<file path="src/rtl/sdclk_pkg.sv">
package sdclk_pkg;
    localparam int DIV_LO_W = 8;
    localparam int DIV_HI_W = 2;
    localparam int DIV_W    = DIV_LO_W + DIV_HI_W;

    typedef logic [DIV_W-1:0] divval_t;

    typedef enum logic {
        MODE_POW2 = 1'b0,
        MODE_LIN  = 1'b1
    } div_mode_e;

    typedef struct packed {
        logic      icken;
        logic      sdcken;
        div_mode_e mode;
        divval_t   div;
    } clkctl_t;

    // Half period in base cycles; zero means pass-through.
    function automatic divval_t half_period(div_mode_e m, divval_t v);
        divval_t h;
        h = '0;
        if (m == MODE_LIN) begin
            h = v;
        end else begin
            for (int k = 0; k < DIV_LO_W; k++) begin
                if (v[k]) h = divval_t'(1) << k;
            end
        end
        return h;
    endfunction
endpackage

</file>
<file path="src/rtl/sdclk_ctrl.sv">
module sdclk_ctrl
    import sdclk_pkg::*;
#(
    parameter int STABLE_CYCLES = 16
) (
    input  logic    clk,
    input  logic    rst,
    input  logic    we,
    input  clkctl_t wr,
    output clkctl_t ctl_q,
    output logic    stable
);
    localparam int SW = $clog2(STABLE_CYCLES + 1);

    logic [SW-1:0] st_cnt;
    logic          st_done;

    always_ff @(posedge clk) begin
        if (rst) begin
            ctl_q   <= '0;
            st_cnt  <= '0;
            st_done <= 1'b0;
        end else begin
            if (we) ctl_q <= wr;
            if (!ctl_q.icken) begin
                st_cnt  <= '0;
                st_done <= 1'b0;
            end else if (!st_done) begin
                if (st_cnt == SW'(STABLE_CYCLES - 1)) st_done <= 1'b1;
                else                                  st_cnt  <= st_cnt + 1'b1;
            end
        end
    end

    assign stable = ctl_q.icken & st_done;

    // stability only follows an enable that was already registered
    assert_stable_after_enable_R2: assert property (@(posedge clk) disable iff (rst)
        $rose(stable) |-> $past(ctl_q.icken));

    // clearing the enable drops the status at once
    assert_stable_clears_R2: assert property (@(posedge clk) disable iff (rst)
        (we && !wr.icken) |=> !stable);
endmodule

</file>
<file path="src/rtl/sdclk_div.sv">
module sdclk_div
    import sdclk_pkg::*;
(
    input  logic    clk,
    input  logic    rst,
    input  logic    run,
    input  divval_t sel_hp,
    output logic    sd_clk
);
    divval_t act_hp;
    divval_t cnt;
    logic    div_q;
    logic    gate_q;
    logic    idle;
    logic    bypass;

    assign idle   = !run && !div_q && !gate_q;
    assign bypass = (act_hp == '0);

    always_ff @(posedge clk) begin
        if (rst) begin
            act_hp <= '0;
            cnt    <= '0;
            div_q  <= 1'b0;
        end else if (idle) begin
            act_hp <= sel_hp;
            cnt    <= '0;
        end else if (!bypass) begin
            if (cnt == act_hp - 1'b1) begin
                cnt   <= '0;
                div_q <= run ? ~div_q : 1'b0;
            end else begin
                cnt <= cnt + 1'b1;
            end
        end
    end

    // Gate for pass-through changes only while the base clock is low.
    always_ff @(negedge clk) begin
        if (rst) gate_q <= 1'b0;
        else     gate_q <= run && bypass;
    end

    assign sd_clk = bypass ? (clk & gate_q) : div_q;

    // once stopped and low, the divided clock stays low
    assert_hold_low_R3: assert property (@(posedge clk) disable iff (rst)
        (!run && !div_q) |=> !div_q);

    // half-period counter never passes its terminal value
    assert_cnt_range_R6: assert property (@(posedge clk) disable iff (rst)
        (act_hp != '0) |-> (cnt < act_hp));

    // active ratio is frozen while the clock runs
    assert_ratio_frozen_R9: assert property (@(posedge clk) disable iff (rst)
        (run && $past(run)) |-> $stable(act_hp));

    // pass-through gate is only open with a zero divider
    assert_gate_bypass_R7: assert property (@(posedge clk) disable iff (rst)
        gate_q |-> (act_hp == '0));
endmodule

</file>
<file path="src/rtl/sdclk_gen.sv">
module sdclk_gen
    import sdclk_pkg::*;
#(
    parameter int STABLE_CYCLES = 16
) (
    input  logic                clk,
    input  logic                rst,
    input  logic                reg_we,
    input  logic                reg_icken,
    input  logic                reg_sdcken,
    input  logic                reg_mode,
    input  logic [DIV_LO_W-1:0] reg_div_lo,
    input  logic [DIV_HI_W-1:0] reg_div_hi,
    input  logic                preset_en,
    input  logic [DIV_W-1:0]    preset_val,
    output logic                sd_clk,
    output logic                clk_stable
);
    clkctl_t wr_word;
    clkctl_t ctl_q;
    divval_t src_div;
    divval_t sel_hp;
    logic    run;

    always_comb begin
        wr_word.icken  = reg_icken;
        wr_word.sdcken = reg_sdcken;
        wr_word.mode   = div_mode_e'(reg_mode);
        wr_word.div    = {reg_div_hi, reg_div_lo};
    end

    sdclk_ctrl #(.STABLE_CYCLES(STABLE_CYCLES)) u_ctrl (
        .clk    (clk),
        .rst    (rst),
        .we     (reg_we),
        .wr     (wr_word),
        .ctl_q  (ctl_q),
        .stable (clk_stable)
    );

    assign src_div = preset_en ? preset_val : ctl_q.div;
    assign sel_hp  = half_period(ctl_q.mode, src_div);
    assign run     = ctl_q.sdcken & clk_stable;

    sdclk_div u_div (
        .clk    (clk),
        .rst    (rst),
        .run    (run),
        .sel_hp (sel_hp),
        .sd_clk (sd_clk)
    );

    // no clock output without a stable internal clock at the first edge
    assert_reset_quiet_R1: assert property (@(posedge clk) disable iff (rst)
        $past(rst) |-> (!clk_stable && !sd_clk));
endmodule

</file>
<file path="config.mk">
export PLATFORM = sky130hd
export DESIGN_NAME = sdclk_gen
export DESIGN_NICKNAME = d
export VERILOG_FILES = /design/src/rtl/sdclk_pkg.sv /design/src/rtl/sdclk_ctrl.sv /design/src/rtl/sdclk_div.sv /design/src/rtl/sdclk_gen.sv
export SDC_FILE = /design/constraint.sdc
export NUM_CORES = 1
export LEC_CHECK = 0
export BUFFER_PORTS_ARGS = -buffer_cell sky130_fd_sc_hd__buf_4
export CORE_UTILIZATION = 53
export CTS_BUF_LIST = sky130_fd_sc_hd__clkbuf_16
export DETAILED_ROUTE_END_ITERATION = 8
export HOLD_SLACK_MARGIN = 0.15
export PLACE_DENSITY = 0.77
export SLEW_MARGIN = 20
export SYNTH_ARGS = -nofsm -noshare
export SYNTH_HDL_FRONTEND = slang
export SYNTH_HIERARCHICAL = 1
export SYNTH_SLANG_ARGS = --single-unit
</file>
<file path="constraint.sdc">
create_clock -name clk -period 3.2 [get_ports clk]
set_input_delay 0 -clock clk [delete_from_list [all_inputs] [get_ports clk]]
set_output_delay 0 -clock clk [all_outputs]
set_load 0.005 [all_outputs]
</file>
# Word-level counts from Yosys, hierarchy flattened
# Cells that the tools add are included.
[totals]
ff_bits = 41
output_inout_bits = 2
input_bits = 27
elab_cells = 50
[op_classes]
n_reduce_logical = 11
add_sub_neg = 3
n_eq_ne = 2
muxes = 15
bitwise_logic = 9
[ops]
columns = ["op", "n"]
rows = [
  ["$mux W10", 10],
  ["$add A10 B1 Y10 const B", 1],
  ["$eq A10 B10 Y1", 1],
  ["$logic_not A10 Y1", 1],
  ["$sub A10 B1 Y10 const B", 1],
  ["$not A1 Y1", 6],
  ["$add A5 B1 Y5 const B", 1],
  ["$eq A5 B4 Y1 const B", 1],
  ["$mux W1", 5],
  ["$reduce_or A2 Y1", 2],
  ["$and A1 B1 Y1", 3],
  ["$logic_and A1 B1 Y1", 3],
  ["$logic_not A1 Y1", 3],
  ["$reduce_and A3 Y1", 1],
  ["$reduce_and A2 Y1", 1],
]

# Depth between registers and ports, before layout
# Gate-level depths: netlist of the first run.
[logic_depth]
depth_word = 10
ltp_mapped = 10
depth_no_buf = 8

# Modules after synthesis
# Netlist of the first run, hierarchy kept.
[by_module_without_submodules]
columns = ["module", "cells_each", "n_inst", "area_each_um2", "seq_area_each_um2"]
rows = [
  ["sdclk_div", 166, 1, 1377.6, 440.4],
  ["sdclk_ctrl", 71, 1, 714.4, 380.4],
  ["sdclk_gen", 41, 1, 299.0, 0.0],
]

==> key figures, run 1 <==
Critical path
  – R2r setup slk: 0.22 ns
  – Startpoint types: flop
  – Worst EP required: 2.03 ns
  – Critical Path Fanout Max: 5
  – Setup crit end kind: flop
  – Worst flop-to-flop path endpoint: u_div/gate_q
  – FF-to-FF Start: u_div/act_hp[1]
  – Reg2Reg Depth: 5
  – Worst setup path class: reg -> reg
  – WP data arrival: 1.80 ns

STA
  – Slew margin rel.: 0.631
  – Final hold vios: 0
  – RSZ-0062 raised after global routing: false
  – Setup violators final: 0
  – Final clock skew: 0.0936 ns
  – Max-slew violations: 0
  – Actual slew at the worst max-slew pin: 0.552 ns

Drt
  – Vias/cell: 6.00
  – Drt drc: 0
  – Wire per inst: 18.2 um
  – Via Count: 2,466
  – Post-Route WL: 7.46 mm
  – Antenna Nets Post-Route: 0
  – 1st-iter DRT viols: 191
  – DR pass1 iterations: 5

Layout
  – Nets: 389
  – Antenna Cells: 0
  – Final instance area: 3380 um2
  – Layout cell share with drive strength beyond 1: 0.198
  – Sequential Area: 826 um2
  – Area Growth Syn to Fin: 41.3%
  – Multi-input logic area: 1450 um2
  – Number of fill cells: 221

Floorplanning
  – IO Count: 29
  – Core Area: 4350 um2
  – Die Width: 69.2 um
  – Core Rows: 24
  – Die ar.: 4780 um2
  – Die Ht: 69.2 um
  – Initial Util: 0.549

Global route
  – First-pass GRT wire length: 12.5 mm
  – Total grt overflow: 0
  – Vias in the first global route: 2,462
  – Largest net degree at the start of global routing: 38
  – Total GRT Usage: 0.331
  – Initial antenna violation count: 0

Synth
  – Cell Area, Synth: 2390 um2
  – Yosys reg bits: 41
  – Mean Syn Cell Area: 8.60 um2
  – Total number of yosys warnings: 6
  – Number of distinct library cells after synthesis: 50
  – Post-synth ARST share: 0
  – Part of the Yosys area used for sequential elements: 0.343
  – Syn Inst Count: 278
  – Area leader, netlist: dfxtp_1
  – Ys flop type: dfxtp_1
  – Top cell type's share of synthesized area: 0.343
  – Syn_nets: 309
  – Post-synth EDFFs: 0
  – Top cells by area, synth: dfxtp_1, mux2i_1, xnor2_1

Clock tree
  – Cts hold-fix bufs: 52
  – Postcts setup bufs: 0
  – CTS tree: built
  – Post-CTS Resized: 0
  – Skew-Pair Late Insertion Delay: 0.49 ns
  – Clock slew at reported path FFs: 0.06 ns

Run
  – Max cap viols: 0

Worst hold path
  – Hold EP: u_div/act_hp[2]
  – Critical hold path startpoint: preset_en
  – Hold path depth: 5
  – Worst min path class: in -> reg

Power and ir drop
  – Peak supply drop: 0.329 mV
  – Pwr dens: 434 nW/um2
  – Pwr Total: 0.00147 W
  – P_leak: 1.33 nW

Placement
  – Post-DP Area: 2640 um2
  – Number of port buffers: 28
  – DP HPWL: 3.45 mm
  – Routability cong.: 0.854

Outcome
  – Status: completed
worst max-delay path, cell delays in order (launching register included):
cell and delay [ns]:
dfxtp_2 0.35, inv_2 0.08, ha_4 0.13, or4b_4 0.50, nor4_4 0.17, and3b_1 0.19
per-stage QoR:
| step | worst slack, ns | hold WS (ns) | setup TNS (ns) | cells | utilization |
|---|---|---|---|---|---|
| 2_1_floorplan | -0.0336 | 0.0724 | -0.0336 | 278 | - |
| 3_3_place_gp | 0.191 | 0.204 | 0 | 348 | 0.607 |
| 3_5_place_dp | 0.168 | 0.204 | 0 | 348 | 0.607 |
| 4_1_cts | 0.231 | 0.168 | 0 | 411 | 0.776 |
| 5_1_grt | 0.175 | 0.240 | 0 | 411 | 0.776 |
| 6_report | 0.224 | 0.230 | 0 | 411 | 0.776 |
final cells by class:
cell class                      count  share of cell area
Clock buffer                        9              0.0615
Clock inverter                      4             0.00593
Inverter                           10              0.0111
Multi-Input combinational cell    209               0.428
Sequential cell                    41               0.244
Tap cell                           52              0.0193
Timing Repair Buffer               86               0.230
cell usage after synthesis (2+ instances only):
cell,instances
dfxtp_1,41
nor2_1,33
nand2_1,32
mux2i_1,21
xnor2_1,15
a21oi_1,14
nor4_1,11
inv_1,10
clkbuf_1,9
xor2_1,9
nor3_1,8
nand3_1,7
nor3_2,5
buf_6,4
ha_1,4
nand2b_1,4
a211o_1,3
a211oi_2,3
a32oi_1,3
nor4_2,3
or3_1,3
a211oi_1,2
and2_1,2
buf_2,2
nand4_1,2
o211ai_1,2
o21ai_0,2
o21ai_1,2
worst max-delay path by stage:
stage                     from           end  slack [ns]
6_report       u_div/act_hp[1]  u_div/gate_q        0.22
2_1_floorplan  u_div/act_hp[0]  u_div/gate_q       -0.03
4_1_cts        u_div/act_hp[0]  u_div/gate_q        0.23
5_1_grt        u_div/act_hp[1]  u_div/gate_q        0.17
3_5_place_dp   u_div/act_hp[0]  u_div/gate_q        0.17
3_3_place_gp   u_div/act_hp[0]  u_div/gate_q        0.19
logic make-up (layout without fill, tap and decap cells):
kind of cell / count (synthesis) / count (layout) / share of synthesized area
XOR/XNOR: 24 / 24 / 0.0879
adder cells (fa/ha/maj): 4 / 4 / 0.0209
buffers and inverters: 28 / 109 / 0.0591
AND/OR/NAND/NOR: 122 / 122 / 0.279
flip-flops: 41 / 41 / 0.343
AO/OA/AOI/OAI: 37 / 37 / 0.117
multiplexers: 22 / 22 / 0.0926
state kept, by name, indices dropped and copies added, names as in the netlist:
signal,count
u_ctrl/st_cnt,5
u_div/cnt,10
u_div/div_q,1
u_div/act_hp,10
u_div/gate_q,1
u_ctrl/ctl_q,13
u_ctrl/st_done,1
power by group:
group | internal [W] | leakage, nW | switching (W)
Clock | 0.000447 | 0.126 | 0.000233
Combinational | 0.000130 | 0.873 | 0.000114
Sequential | 0.000525 | 0.335 | 0.0000190
Total | 0.00110 | 1.33 | 0.000366
routing by layer:
metal	vias to the layer above	routed length, um	share of wire	global-route usage
met1	1164	3130	0.42	0.406
met5	-	0	0	0
li1	1140	-	-	-
met4	0	208	0.028	0.154
met2	134	3650	0.49	0.547
met3	28	476	0.064	0.0746
cell usage in the layout, fill, tap and decap left out, drive strengths merged, types with 3 or more instances in the layout:
master and n:
buf 35, xor2 9, o21ai 4, a32oi 3, xnor2 15, ha 4, a21oi 14, dfxtp 41
inv 12, or3 3, nand2b 4, nor4 15, dlygate4sd3 52, a211oi 5, nand3 8, mux2i 21
clkbuf 8, a211o 3, nand2 32, nor2 33, nor3 13
No activity file was read; power rests on OpenSTA's default activity.
==> inputs of run 2 (changes only) <==
--- a/config.mk
+++ b/config.mk
@@ -5,7 +5,7 @@
 export SDC_FILE = /design/constraint.sdc
 export NUM_CORES = 1
 export LEC_CHECK = 0
-export BUFFER_PORTS_ARGS = -buffer_cell sky130_fd_sc_hd__buf_4
+export BUFFER_PORTS_ARGS = -buffer_cell sky130_fd_sc_hd__buf_2
 export CORE_UTILIZATION = 53
 export CTS_BUF_LIST = sky130_fd_sc_hd__clkbuf_16
 export DETAILED_ROUTE_END_ITERATION = 8
==> run 2 against run 1 <==
Compared with the run above:
- setup slack worse by 0.068 ns
- design area down 0.30%
- global-route usage up 3.9 points
- clock power up 28%
- clock skew down 0.0030 ns
- clock-buffer cell count unchanged
- first-iteration DRC count up 24%
- wire length up 12%
- non-clock buffer count up 1
- register-to-register slack worse by 0.07 ns
- sequential share of layout area up 0.073 points
- core utilization down 0.23 points
- largest cell class unchanged
==> key figures, run 2 (synthesis results as in run 1) <==
Outcome
  – Status: completed

Power and ir drop
  – Pwr Total: 0.00166 W
  – Peak supply drop: 0.360 mV
  – P_leak: 1.34 nW
  – Pwr dens: 492 nW/um2

Critical path
  – CP Cell Sequence: inv_2 -> ha_4 -> or4b_4 -> nor4_4 -> and3b_1
  – Setup crit end kind: flop
  – Worst setup path class: reg -> reg
  – Critical Path Fanout Max: 6
  – Worst EP required: 2.02 ns
  – Slowest-stage cell, CP: or4b_4
  – WP data arrival: 1.87 ns
  – Startpoint types: flop
  – Slowest stage delay, CP: 0.51 ns

STA
  – Slew margin rel.: 0.605
  – RSZ-0062 raised after global routing: false
  – Max-slew violations: 0
  – Final hold vios: 0
  – Setup violators final: 0
  – Final clock skew: 0.0905 ns
  – Actual slew at the worst max-slew pin: 0.590 ns
  – Fin Setup TNS: 0 ns

Layout
  – Number of fill cells: 220
  – Area Growth Syn to Fin: 40.9%
  – Most frequent cells in the layout: dlygate4sd3_1, dfxtp_1, nor2_1
  – Largest register FFs: 13
  – Multi-input logic area: 1450 um2
  – Sequential Area: 826 um2
  – Layout cell share with drive strength beyond 1: 0.200
  – Final core utilization: 0.774
  – Top flop regs: u_ctrl/ctl_q: 13 flops, u_div/act_hp: 10 flops, u_div/cnt: 10 flops
  – Antenna Cells: 0
  – Commonest non-fill, non-tap cell in the layout: dlygate4sd3_1
  – Nets: 390
  – Most flop-heavy register: u_ctrl/ctl_q

Placement
  – Number of port buffers: 28
  – Routability cong.: 0.847
  – DP HPWL: 3.50 mm

Global route
  – M1 GR Usage: 0.448
  – Largest net degree at the start of global routing: 37
  – Met2 GRT Util: 0.585
  – GRT busiest layer: met2
  – Vias in the first global route: 2,605
  – First-pass GRT wire length: 13.5 mm
  – Initial antenna violation count: 0
  – Total grt overflow: 0
  – Met3 Usage GRT: 0.0863
  – Total GRT Usage: 0.369

Drt
  – Via Count: 2,555
  – DR pass1 iterations: 7
  – Vias/cell: 6.20
  – 1st-iter DRT viols: 237
  – Antenna Nets Post-Route: 0
  – Post-Route WL: 8.35 mm
  – Wire per inst: 20.3 um
  – Drt drc: 0

Floorplanning
  – Die Width: 69.2 um
  – Core Area: 4350 um2
  – Initial Util: 0.549
  – Core Rows: 24
  – Die Ht: 69.2 um
  – IO Count: 29
  – Die ar.: 4780 um2

Run
  – Max cap viols: 0

Clock tree
  – Skew-Pair Late Insertion Delay: 0.48 ns
  – Clock slew at reported path FFs: 0.06 ns
  – CTS tree: built
  – Postcts setup bufs: 0

Worst hold path
  – Worst min path class: in -> reg
run 2: cell types whose count changed in the layout (fill, tap and decap cells not counted):
cell / change
clkinvlp_2: -1
buf_4: -27
inv_6: +1
buf_2: +28
bufinv_16: +2
inv_4: -1
clkinv_2: -1
run 2: path summary, 6_finish.rpt:
path                                        from               end  slack (ns)  cells after the start
worst max-delay path             u_div/act_hp[0]      u_div/gate_q        0.16                      5
worst min-delay path                   preset_en   u_div/act_hp[1]        0.31                      5
worst max register to register   u_div/act_hp[0]      u_div/gate_q        0.16                      5
worst min register to register  u_ctrl/st_cnt[1]  u_ctrl/st_cnt[1]        0.51                      2
run 2: worst max-delay path: cells and delay by family, from the launching register on:
| kind | cells | cell delay (ns) |
|---|---|---|
| adder cells (fa/ha/maj) | 1 | 0.12 |
| flip-flops | 1 | 0.37 |
| buffers and inverters | 1 | 0.07 |
| AND/OR/NAND/NOR | 3 | 0.92 |
run 2: per-layer routing:
metal / wire, um / part of all wire
met1: 3320 / 0.40
met2: 3940 / 0.47
met3: 682 / 0.082
met4: 413 / 0.049
met5: 0 / 0
run 2: per-stage QoR:
step	cell area, um2	setup WS, ns	std cells	hold WS, ns
2_1_floorplan	2410	-0.0336	278	0.0724
3_3_place_gp	2580	0.190	349	0.200
3_5_place_dp	2580	0.169	349	0.200
4_1_cts	3370	0.221	412	0.243
5_1_grt	3370	0.133	412	0.354
6_report	3370	0.156	412	0.313
run 2: layout make-up:
type	instances	share of cell area
multi-input cells	209	0.429
flip-flops and latches	41	0.245
repair buffers	87	0.212
clock buffers	9	0.0609
clock inverters	4	0.0215
well taps	52	0.0193
inverters	10	0.0111
run 2: what timing repair did:
| item | 4_1_cts | 5_1_grt |
|---|---|---|
| hold buffers | 52 | 0 |
| setup endpoints to repair | 0 | 0 |
| gates resized for setup | 0 | 0 |
| hold endpoints to repair | 23 | 0 |
run 2: where the power goes:
| group | total [W] | internal, W | switching (W) |
|---|---|---|---|
| clock | 0.000870 | 0.000611 | 0.000258 |
| combinational | 0.000243 | 0.000121 | 0.000121 |
| sequential | 0.000544 | 0.000524 | 0.0000195 |
| total | 0.00166 | 0.00126 | 0.000399 |
